$ cat src/rtl/bsa_pkg.sv
package bsa_pkg;

    typedef enum logic {
        PH_IDLE = 1'b0,
        PH_RUN  = 1'b1
    } phase_e;

    function automatic logic bsa_xor3(input logic x, input logic y, input logic z);
        return x ^ y ^ z;
    endfunction

    function automatic logic bsa_maj3(input logic x, input logic y, input logic z);
        return (x & y) | (x & z) | (y & z);
    endfunction

endpackage

$ cat src/rtl/bsa_shreg.sv
module bsa_shreg #(
    parameter int W = 8
) (
    input  logic         clk,
    input  logic         rst_n,
    input  logic         load_en,
    input  logic [W-1:0] load_val,
    input  logic         shift_en,
    input  logic         shift_in,
    output logic [W-1:0] q
);

    typedef struct packed {
        logic [W-1:0] data;
    } sr_state_t;

    sr_state_t st_d, st_q;

    always_comb begin
        st_d = st_q;
        if (shift_en) begin
            st_d.data = {shift_in, st_q.data[W-1:1]};
        end else if (load_en) begin
            st_d.data = load_val;
        end
    end

    always_ff @(posedge clk or negedge rst_n) begin
        if (!rst_n) begin
            st_q <= '0;
        end else begin
            st_q <= st_d;
        end
    end

    assign q = st_q.data;

    p_load_capture_r2: assert property (@(posedge clk) disable iff (!rst_n)
        (load_en && !shift_en) |=> (q == $past(load_val)));

    p_hold_idle_r9: assert property (@(posedge clk) disable iff (!rst_n)
        (!load_en && !shift_en) |=> $stable(q));

    p_shift_in_top_r11: assert property (@(posedge clk) disable iff (!rst_n)
        shift_en |=> (q[W-1] == $past(shift_in)));

endmodule

$ cat src/rtl/bsa_fa_cell.sv
module bsa_fa_cell
    import bsa_pkg::*;
(
    input  logic clk,
    input  logic rst_n,
    input  logic a_bit,
    input  logic b_bit,
    input  logic step,
    input  logic clr,
    output logic sum_bit,
    output logic carry
);

    typedef struct packed {
        logic c;
    } fa_state_t;

    fa_state_t st_d, st_q;

    always_comb begin
        sum_bit = bsa_xor3(a_bit, b_bit, st_q.c);
        st_d    = st_q;
        if (clr) begin
            st_d.c = 1'b0;
        end else if (step) begin
            st_d.c = bsa_maj3(a_bit, b_bit, st_q.c);
        end
    end

    always_ff @(posedge clk or negedge rst_n) begin
        if (!rst_n) begin
            st_q <= '0;
        end else begin
            st_q <= st_d;
        end
    end

    assign carry = st_q.c;

    p_carry_clear_r5: assert property (@(posedge clk) disable iff (!rst_n)
        clr |=> !carry);

    p_carry_keep_r6: assert property (@(posedge clk) disable iff (!rst_n)
        (!clr && !step) |=> $stable(carry));

    p_carry_gen_r4: assert property (@(posedge clk) disable iff (!rst_n)
        (step && !clr && a_bit && b_bit) |=> carry);

    p_carry_kill_r4: assert property (@(posedge clk) disable iff (!rst_n)
        (step && !a_bit && !b_bit) |=> !carry);

endmodule

$ cat src/rtl/bsa_ctrl.sv
module bsa_ctrl
    import bsa_pkg::*;
#(
    parameter int N = 8
) (
    input  logic clk,
    input  logic rst_n,
    input  logic start,
    output logic accept,
    output logic step,
    output logic busy,
    output logic done
);

    localparam int CW = (N > 2) ? $clog2(N) : 1;
    localparam logic [CW-1:0] LAST = CW'(N - 1);

    typedef struct packed {
        phase_e        ph;
        logic [CW-1:0] cnt;
        logic          done;
    } ctl_state_t;

    ctl_state_t st_d, st_q;

    always_comb begin
        st_d      = st_q;
        st_d.done = 1'b0;
        accept    = 1'b0;
        unique case (st_q.ph)
            PH_IDLE: begin
                if (start) begin
                    accept   = 1'b1;
                    st_d.ph  = PH_RUN;
                    st_d.cnt = '0;
                end
            end
            PH_RUN: begin
                if (st_q.cnt == LAST) begin
                    st_d.ph   = PH_IDLE;
                    st_d.cnt  = '0;
                    st_d.done = 1'b1;
                end else begin
                    st_d.cnt = st_q.cnt + 1'b1;
                end
            end
            default: st_d = '0;
        endcase
    end

    always_ff @(posedge clk or negedge rst_n) begin
        if (!rst_n) begin
            st_q <= '0;
        end else begin
            st_q <= st_d;
        end
    end

    assign step = (st_q.ph == PH_RUN);
    assign busy = (st_q.ph == PH_RUN);
    assign done = st_q.done;

    p_run_end_r3: assert property (@(posedge clk) disable iff (!rst_n)
        (busy && st_q.cnt == LAST) |=> (done && !busy));

    p_done_pulse_r3: assert property (@(posedge clk) disable iff (!rst_n)
        done |=> !done);

    p_done_idle_r3: assert property (@(posedge clk) disable iff (!rst_n)
        done |-> !busy);

    p_no_restart_r8: assert property (@(posedge clk) disable iff (!rst_n)
        (busy && st_q.cnt != LAST) |=> (busy && st_q.cnt == $past(st_q.cnt) + 1'b1));

    p_start_run_r3: assert property (@(posedge clk) disable iff (!rst_n)
        (!busy && start) |=> (busy && st_q.cnt == '0));

endmodule

$ cat src/rtl/bsa_top.sv
module bsa_top #(
    parameter int N = 8
) (
    input  logic         clk,
    input  logic         rst_n,
    input  logic         load,
    input  logic [N-1:0] opa_in,
    input  logic [N-1:0] opb_in,
    input  logic         start,
    input  logic         chain,
    output logic         busy,
    output logic         done,
    output logic [N-1:0] sum_out,
    output logic         carry_out
);

    logic         accept;
    logic         step;
    logic         ld_en;
    logic         clr_c;
    logic         sbit;
    logic [N-1:0] a_q;
    logic [N-1:0] b_q;

    always_comb begin
        ld_en = load & ~busy & ~start;
        clr_c = accept & ~chain;
    end

    bsa_ctrl #(.N(N)) u_ctrl (
        .clk    (clk),
        .rst_n  (rst_n),
        .start  (start),
        .accept (accept),
        .step   (step),
        .busy   (busy),
        .done   (done)
    );

    bsa_shreg #(.W(N)) u_reg_a (
        .clk      (clk),
        .rst_n    (rst_n),
        .load_en  (ld_en),
        .load_val (opa_in),
        .shift_en (step),
        .shift_in (sbit),
        .q        (a_q)
    );

    bsa_shreg #(.W(N)) u_reg_b (
        .clk      (clk),
        .rst_n    (rst_n),
        .load_en  (ld_en),
        .load_val (opb_in),
        .shift_en (step),
        .shift_in (1'b0),
        .q        (b_q)
    );

    bsa_fa_cell u_cell (
        .clk     (clk),
        .rst_n   (rst_n),
        .a_bit   (a_q[0]),
        .b_bit   (b_q[0]),
        .step    (step),
        .clr     (clr_c),
        .sum_bit (sbit),
        .carry   (carry_out)
    );

    assign sum_out = a_q;

    p_idle_hold_r9: assert property (@(posedge clk) disable iff (!rst_n)
        (!busy && !start && !load) |=> ($stable(sum_out) && $stable(carry_out)));

    p_load_busy_r7: assert property (@(posedge clk) disable iff (!rst_n)
        (busy && load) |=> (sum_out[N-2:0] == $past(sum_out[N-1:1])));

    p_start_wins_r10: assert property (@(posedge clk) disable iff (!rst_n)
        (!busy && start && load) |=> (busy && sum_out == $past(sum_out)));

endmodule

$ cat config.mk
export PLATFORM = sky130hd
export DESIGN_NAME = bsa_top
export DESIGN_NICKNAME = d
export VERILOG_FILES = /design/src/rtl/bsa_pkg.sv /design/src/rtl/bsa_shreg.sv /design/src/rtl/bsa_fa_cell.sv /design/src/rtl/bsa_ctrl.sv /design/src/rtl/bsa_top.sv
export SDC_FILE = /design/constraint.sdc
export NUM_CORES = 1
export LEC_CHECK = 0
export CAP_MARGIN = 0
export CORE_MARGIN = 2
export CORE_UTILIZATION = 60
export DETAILED_ROUTE_END_ITERATION = 10
export DONT_BUFFER_PORTS = 1
export PLACE_DENSITY_LB_ADDON = 0.25
export SLEW_MARGIN = 20
export SYNTH_ARGS = -nofsm -noshare
export SYNTH_HDL_FRONTEND = slang
export SYNTH_SLANG_ARGS = --single-unit
$ cat constraint.sdc
create_clock -name clk -period 1.3 [get_ports clk]
set_input_delay 0.26 -clock clk [delete_from_list [all_inputs] [get_ports clk]]
set_output_delay 0.26 -clock clk [all_outputs]
set_load 0.01 [all_outputs]
**Word level (Yosys, flattened, before mapping)**

Index checks and enable logic that the tools add are counted.

- Logic and storage cells: 38
- Output and inout port bits: 11
- Input port bits: 21
- Register bits after elaboration: 22

- Reduce and logical (&&, ||, !) cells: 2
- Multiplexer cells: 14
- Add/subtract/negate cells: 1
- Bitwise logic cells: 13
- Equal/unequal tests: 2

Operators by type and width:

| cell | count |
|---|---|
| 8-bit two-way mux | 4 |
| 4-bit one-hot mux with 2 select lines | 1 |
| 1-bit two-way mux | 7 |
| 1-bit bitwise AND | 6 |
| 4-bit two-way mux | 1 |
| 2-bit nonzero test | 2 |
| 3-bit by 1-bit adder with 3-bit output, second input constant | 1 |
| 3-bit == test, second input constant | 1 |
| 3-bit two-way mux | 1 |
| 1-bit NOT | 3 |
| 2-bit inequality test, second input constant | 1 |
| 1-bit bitwise OR | 2 |
| 1-bit XOR | 2 |

**Logic depth before layout (Yosys ltp)**

- Depth after elaboration: 5
- Gate-level depth with buffers: 5
- Mapped depth without buffers: 4

**Modules after synthesis**

A second synthesis with hierarchy kept.

- Cell total of the unflattened synthesis: 94
- Area total of the unflattened synthesis: 1,058.5 um^2

Modules (own cells, without submodules):

| module | cells an instance | instances | area each (um^2) | sequential area each (um^2) |
|---|---|---|---|---|
| bsa_shreg | 34 | 2 | 372.9 | 200.2 |
| bsa_ctrl | 19 | 1 | 231.5 | 125.1 |
| bsa_fa_cell | 4 | 1 | 58.8 | 25.0 |
| bsa_top | 3 | 1 | 22.5 | 0.0 |

**Least setup slack after synthesis**

Ideal clock, no wire load.

- Path kind: register to register
- Start: register u_ctrl.st_q[1] (netlist bit)
- End: register u_ctrl.st_q[3] (netlist bit)
- Buffers on the path: 0
- Path slack: 143 ps
- Setup time: 121 ps
- Clock period less this slack: 1,157 ps
- Required time: 1,179 ps
- Arrival time: 1,036 ps
- Stages on the path, launching flop included: 4
- Cell sequence: dfrtp_1 ha_1 ha_1 a22o_1

- Longest elaborated chain between the ends: 3
- Elaborated cells on any way between the ends: 4
- Classes of those cells: add/sub: 1; eq/ne: 1; mux: 2

RTL lines:

| what | line | RTL |
|---|---|---|
| from (decl) | bsa_ctrl.sv:24 | `ctl_state_t st_d, st_q;` |
| from (signal assigned) | bsa_ctrl.sv:55 | `st_q <= st_d;` |
| 3-bit by 1-bit adder with 3-bit output / 3-bit == test (equally long branches) | bsa_ctrl.sv:44, bsa_ctrl.sv:39 |  |
| 3-bit two-way mux * | bsa_ctrl.sv:39 | `if (st_q.cnt == LAST) begin` |
| 4-bit one-hot mux with 2 select lines * | bsa_ctrl.sv:30 | `unique case (st_q.ph)` |

Every way passes the cells marked *; elsewhere a longest branch is shown, timed or not.
A chain may end at the register's enable or synchronous reset.

**Worst setup path after layout**

- Start: register u_ctrl.st_q, in the netlist u_ctrl.busy
- End: output port busy

RTL lines:

| what | line | RTL |
|---|---|---|
| to (decl) | bsa_top.sv:11 | `output logic busy,` |

No word-level cell between the ends.

==> results.txt <==
* Result of the run: finished clean
- Dividing the detail-routed wire length by the instance count gives 15.5 um.
- Data required time of the worst path: 1.04 ns
- Starting utilization of the core area: 62.1%
- Die H: 45.6 um
- Synthesis handed over a netlist of between 90 and 100 instances.
- The synthesized netlist devotes 10.0% of its cell area to compound gates.
- Port Buf Inserts: 0
- Slew at the pin with the worst max-slew slack: ~0.94 ns
* Hold Path Class: in -> reg
- After layout, the worst path uses between 90% and 100% of the clock period.
- Crit path largest cell delay: 0.49 ns
- STA classifies the critical path startpoint as a flip-flop.
- Final HPWL DP: 1290 um
- After Yosys synthesis, XOR and XNOR cells account for 0% of the synthesized area.
* Largest fanout on the critical path: 11
* Cell count of the worst reg-to-reg path: 3
- The number of setup buffers added after CTS is 0.
* Routability Congestion: 0.682
- Post-route DRC: 0
- The number of antenna violations at the first check in global routing came to 0.
- The critical path is of the reg -> out type.
* Number of cells on the worst hold path: 2
* Net count after synthesis: 117
- Hold Path Sink: u_reg_b.q[7]$_DFFE_PN0P_
* Global-route wire length before repair: 2680 um
- Summing the sequential cell areas from Yosys gives between 50 and 60% of the chip area.
- WP data arrival: 0.98 ns
- Cell area after placement: 1050 um^2
* Pleak: 0.515 nW
- The total area inside the core boundary comes to between 1500 and 2000 um^2.
- The startpoint identified for the worst hold timing path is opb_in[7].
* Post-route cell area: 1100 um^2
* Max Cap Violations: 0
* CP top delay family: flip-flops
- Mux contribution to synthesized area: 17.4%
* Largest net degree at the start of global routing: 23
- Once detail routing completed, the nets flagged for antenna violations numbered 0.
- Global-route total usage across every layer: 18.4%
- Clock-pin slew was measured on the worst setup and hold paths at 0.11 ns.
- Between clock sinks in the finished design, the worst skew comes to 0.00792 ns.
- For this run, the top clock speed supported by timing is 810 MHz.
- Max Slew Vio Count: 0
* IR Drop Worst-Case VDD: 0.00125 V
- Final wirelength: 1750 um
* Post-synthesis instance area: approximately 1000 um^2
- Mean cell area of the mapped netlist: 11.2 um^2
- Summing the areas of all and, or, nand and nor instances in the mapped netlist gives 8.20% of the synthesized area.
- The worst register-to-register path has a setup slack of 0.06 ns.
- In this run the clock root is driven by a sky130_fd_sc_hd__clkbuf_4.
* Flops & latches, synth: 22
- TritonCTS created 3 clock buffers.
- In this run the number of H-tree levels came out at 1.
- Worst setup path startpoint: u_ctrl.busy$_DFF_PN0_
* Worst reg2reg endpoint: u_ctrl.st_q[3]$_DFFE_PN0P_
* Setup repair after global routing missed its margin: no
- Cells fill 65.9% of the core in the end.
* Clock period minus final worst setup slack: roughly 1.2 ns
* Via count of the first global-routing pass: 656
* Post-synthesis share of cell area spent on full adders, half adders and majority gates: 4.34%
- Chain of cells forming the critical path: buf_4
- Area growth, synth to finish: 6.15%
- The synthesized netlist contains 19 unique library cells.
* Worst path bufs/invs: 1
- The clock passes through at most 2 buffers.
* Overflow left after global routing: 0
- TritonCTS built the clock tree.
- Setup-failing EPs final: 0
- Prior to clock tree synthesis, the placed netlist has a worst setup slack of roughly 0.077 ns.
- Count of TritonRoute iterations in the first routing pass: 4
- Relative slew slack: 37.2%
- For the final routed database, the setup TNS stands at 0 ns.
- At the end of the flow, the number of nets in the layout was ~120.
- The worst setup path is captured at an output pin.
- The clock drives 22 sinks.
- The largest individual stage delay along the critical path comes from the cell sky130_fd_sc_hd__dfrtp_2.
- Vias per Instance: approximately 5.8
* Std-Cell Rows: 15
* Area of the die: 2080 um^2
- Final setup margin: 0.0649 ns
- In this run the count of I/O pins placed on the die edge is 32.
- Final worst hold slack: 0.133 ns
* Detailed router's first-iteration violation count: 5
* Total via count after detailed routing: 652
- Horizontal die dimension: ~46 um
- Later-pin clock latency in the skew report: 0.30 ns
- Proportion of layout cells with a drive suffix above 1: 11.5%
* Main combinational cell family by area after synthesis: multiplexers
- Total inserted antenna cells: 0
- Count of warnings emitted by yosys: 0
* Pwr per Cell Area: between 2000 and 2500 nW/um^2
- Final hold violations: 0
- The startpoint identified for the worst register-to-register timing path is u_ctrl.st_q[1]$_DFFE_PN0P_.
==> cells by family after synthesis <==
group                    Yosys count
AO/OA/AOI/OAI                     19
adder cells (fa/ha/maj)            3
buffers and inverters             11
AND/OR/NAND/NOR                   20
multiplexers                      18
flip-flops                        22
==> worst max path at each step <==
stage | to | cells after the start
6_report | busy | 1
3_3_place_gp | u_ctrl.st_q[3]$_DFFE_PN0P_ | 3
3_5_place_dp | u_ctrl.st_q[3]$_DFFE_PN0P_ | 3
2_1_floorplan | u_ctrl.st_q[3]$_DFFE_PN0P_ | 3
5_1_grt | u_ctrl.st_q[3]$_DFFE_PN0P_ | 3
4_1_cts | u_ctrl.busy$_DFF_PN0_ | 1
==> cell usage after synthesis <==
master | count | share of area (%)
sky130_fd_sc_hd__nand2b_1 | 1 | 0.60
sky130_fd_sc_hd__mux2i_1 | 18 | 17
sky130_fd_sc_hd__nor2_1 | 2 | 0.72
sky130_fd_sc_hd__buf_6 | 1 | 1.1
sky130_fd_sc_hd__buf_4 | 1 | 0.72
sky130_fd_sc_hd__dfrtp_1 | 22 | 53
sky130_fd_sc_hd__o21ai_1 | 8 | 3.9
sky130_fd_sc_hd__inv_1 | 4 | 1.4
sky130_fd_sc_hd__clkbuf_1 | 1 | 0.36
sky130_fd_sc_hd__o22ai_1 | 1 | 0.60
sky130_fd_sc_hd__a22o_1 | 2 | 1.7
sky130_fd_sc_hd__nand2_1 | 15 | 5.4
sky130_fd_sc_hd__buf_2 | 3 | 1.4
sky130_fd_sc_hd__o21ai_0 | 8 | 3.9
sky130_fd_sc_hd__and2_1 | 1 | 0.60
sky130_fd_sc_hd__buf_12 | 1 | 1.9
sky130_fd_sc_hd__ha_1 | 2 | 2.4
sky130_fd_sc_hd__fa_1 | 1 | 1.9
sky130_fd_sc_hd__nor2b_2 | 1 | 0.84
==> metal layers <==
| layer | vias to the layer above | wire length [um] | track usage, % |
|---|---|---|---|
| met2 | 27 | 781 | 27.0 |
| met4 | 0 | 10 | 8.82 |
| li1 | 319 | - | - |
| met3 | 2 | 162 | 7.14 |
| met1 | 304 | 794 | 23.8 |
| met5 | - | 0 | 0 |
==> layout make-up <==
| cell class | instances | area [um^2] |
|---|---|---|
| Multi-Input combinational cell | 60 | 414 |
| Inverter | 4 | 15.0 |
| Timing Repair Buffer | 6 | 62.6 |
| Sequential cell | 22 | 552 |
| Clock buffer | 4 | 36.3 |
| Fill cell | 131 | 569 |
| Tap cell | 17 | 21.3 |
==> stage by stage <==
step	std cells	power, mW
6_report	113	2.40
5_1_grt	113	2.59
4_1_cts	113	2.43
3_5_place_dp	108	2.04
3_3_place_gp	108	1.97
2_1_floorplan	93	1.83
==> timing repair <==
action | CTS | global route
resized for setup | 1 | 1
setup endpoints to repair | 1 | 1
hold buffers | 1 | 0
hold endpoints to repair | 22 | 0
==> flip-flops by register name, summed over array words and instances (netlist names) <==
register and flops:
u_cell.carry 1, u_ctrl.done 1, u_reg_a.q 8, u_ctrl.st_q 3, u_ctrl.busy 1, u_reg_b.q 8
==> cell usage in the layout (no fill, tap or decap), types with 2 or more instances in the layout <==
cell / n
sky130_fd_sc_hd__mux2i_1: 18
sky130_fd_sc_hd__dfrtp_1: 21
sky130_fd_sc_hd__o21ai_1: 8
sky130_fd_sc_hd__ha_1: 2
sky130_fd_sc_hd__clkbuf_4: 3
sky130_fd_sc_hd__a22o_1: 2
sky130_fd_sc_hd__nand2_1: 15
sky130_fd_sc_hd__o21ai_0: 8
sky130_fd_sc_hd__nor2_1: 2
sky130_fd_sc_hd__buf_4: 4
sky130_fd_sc_hd__inv_1: 4
==> report_power, final <==
group | switching (mW) | internal (mW) | total (mW)
clock | 0.201 | 0.171 | 0.372
combinational | 0.396 | 0.376 | 0.773
sequential | 0.285 | 0.973 | 1.26
No activity file was read; power rests on OpenSTA's default activity.
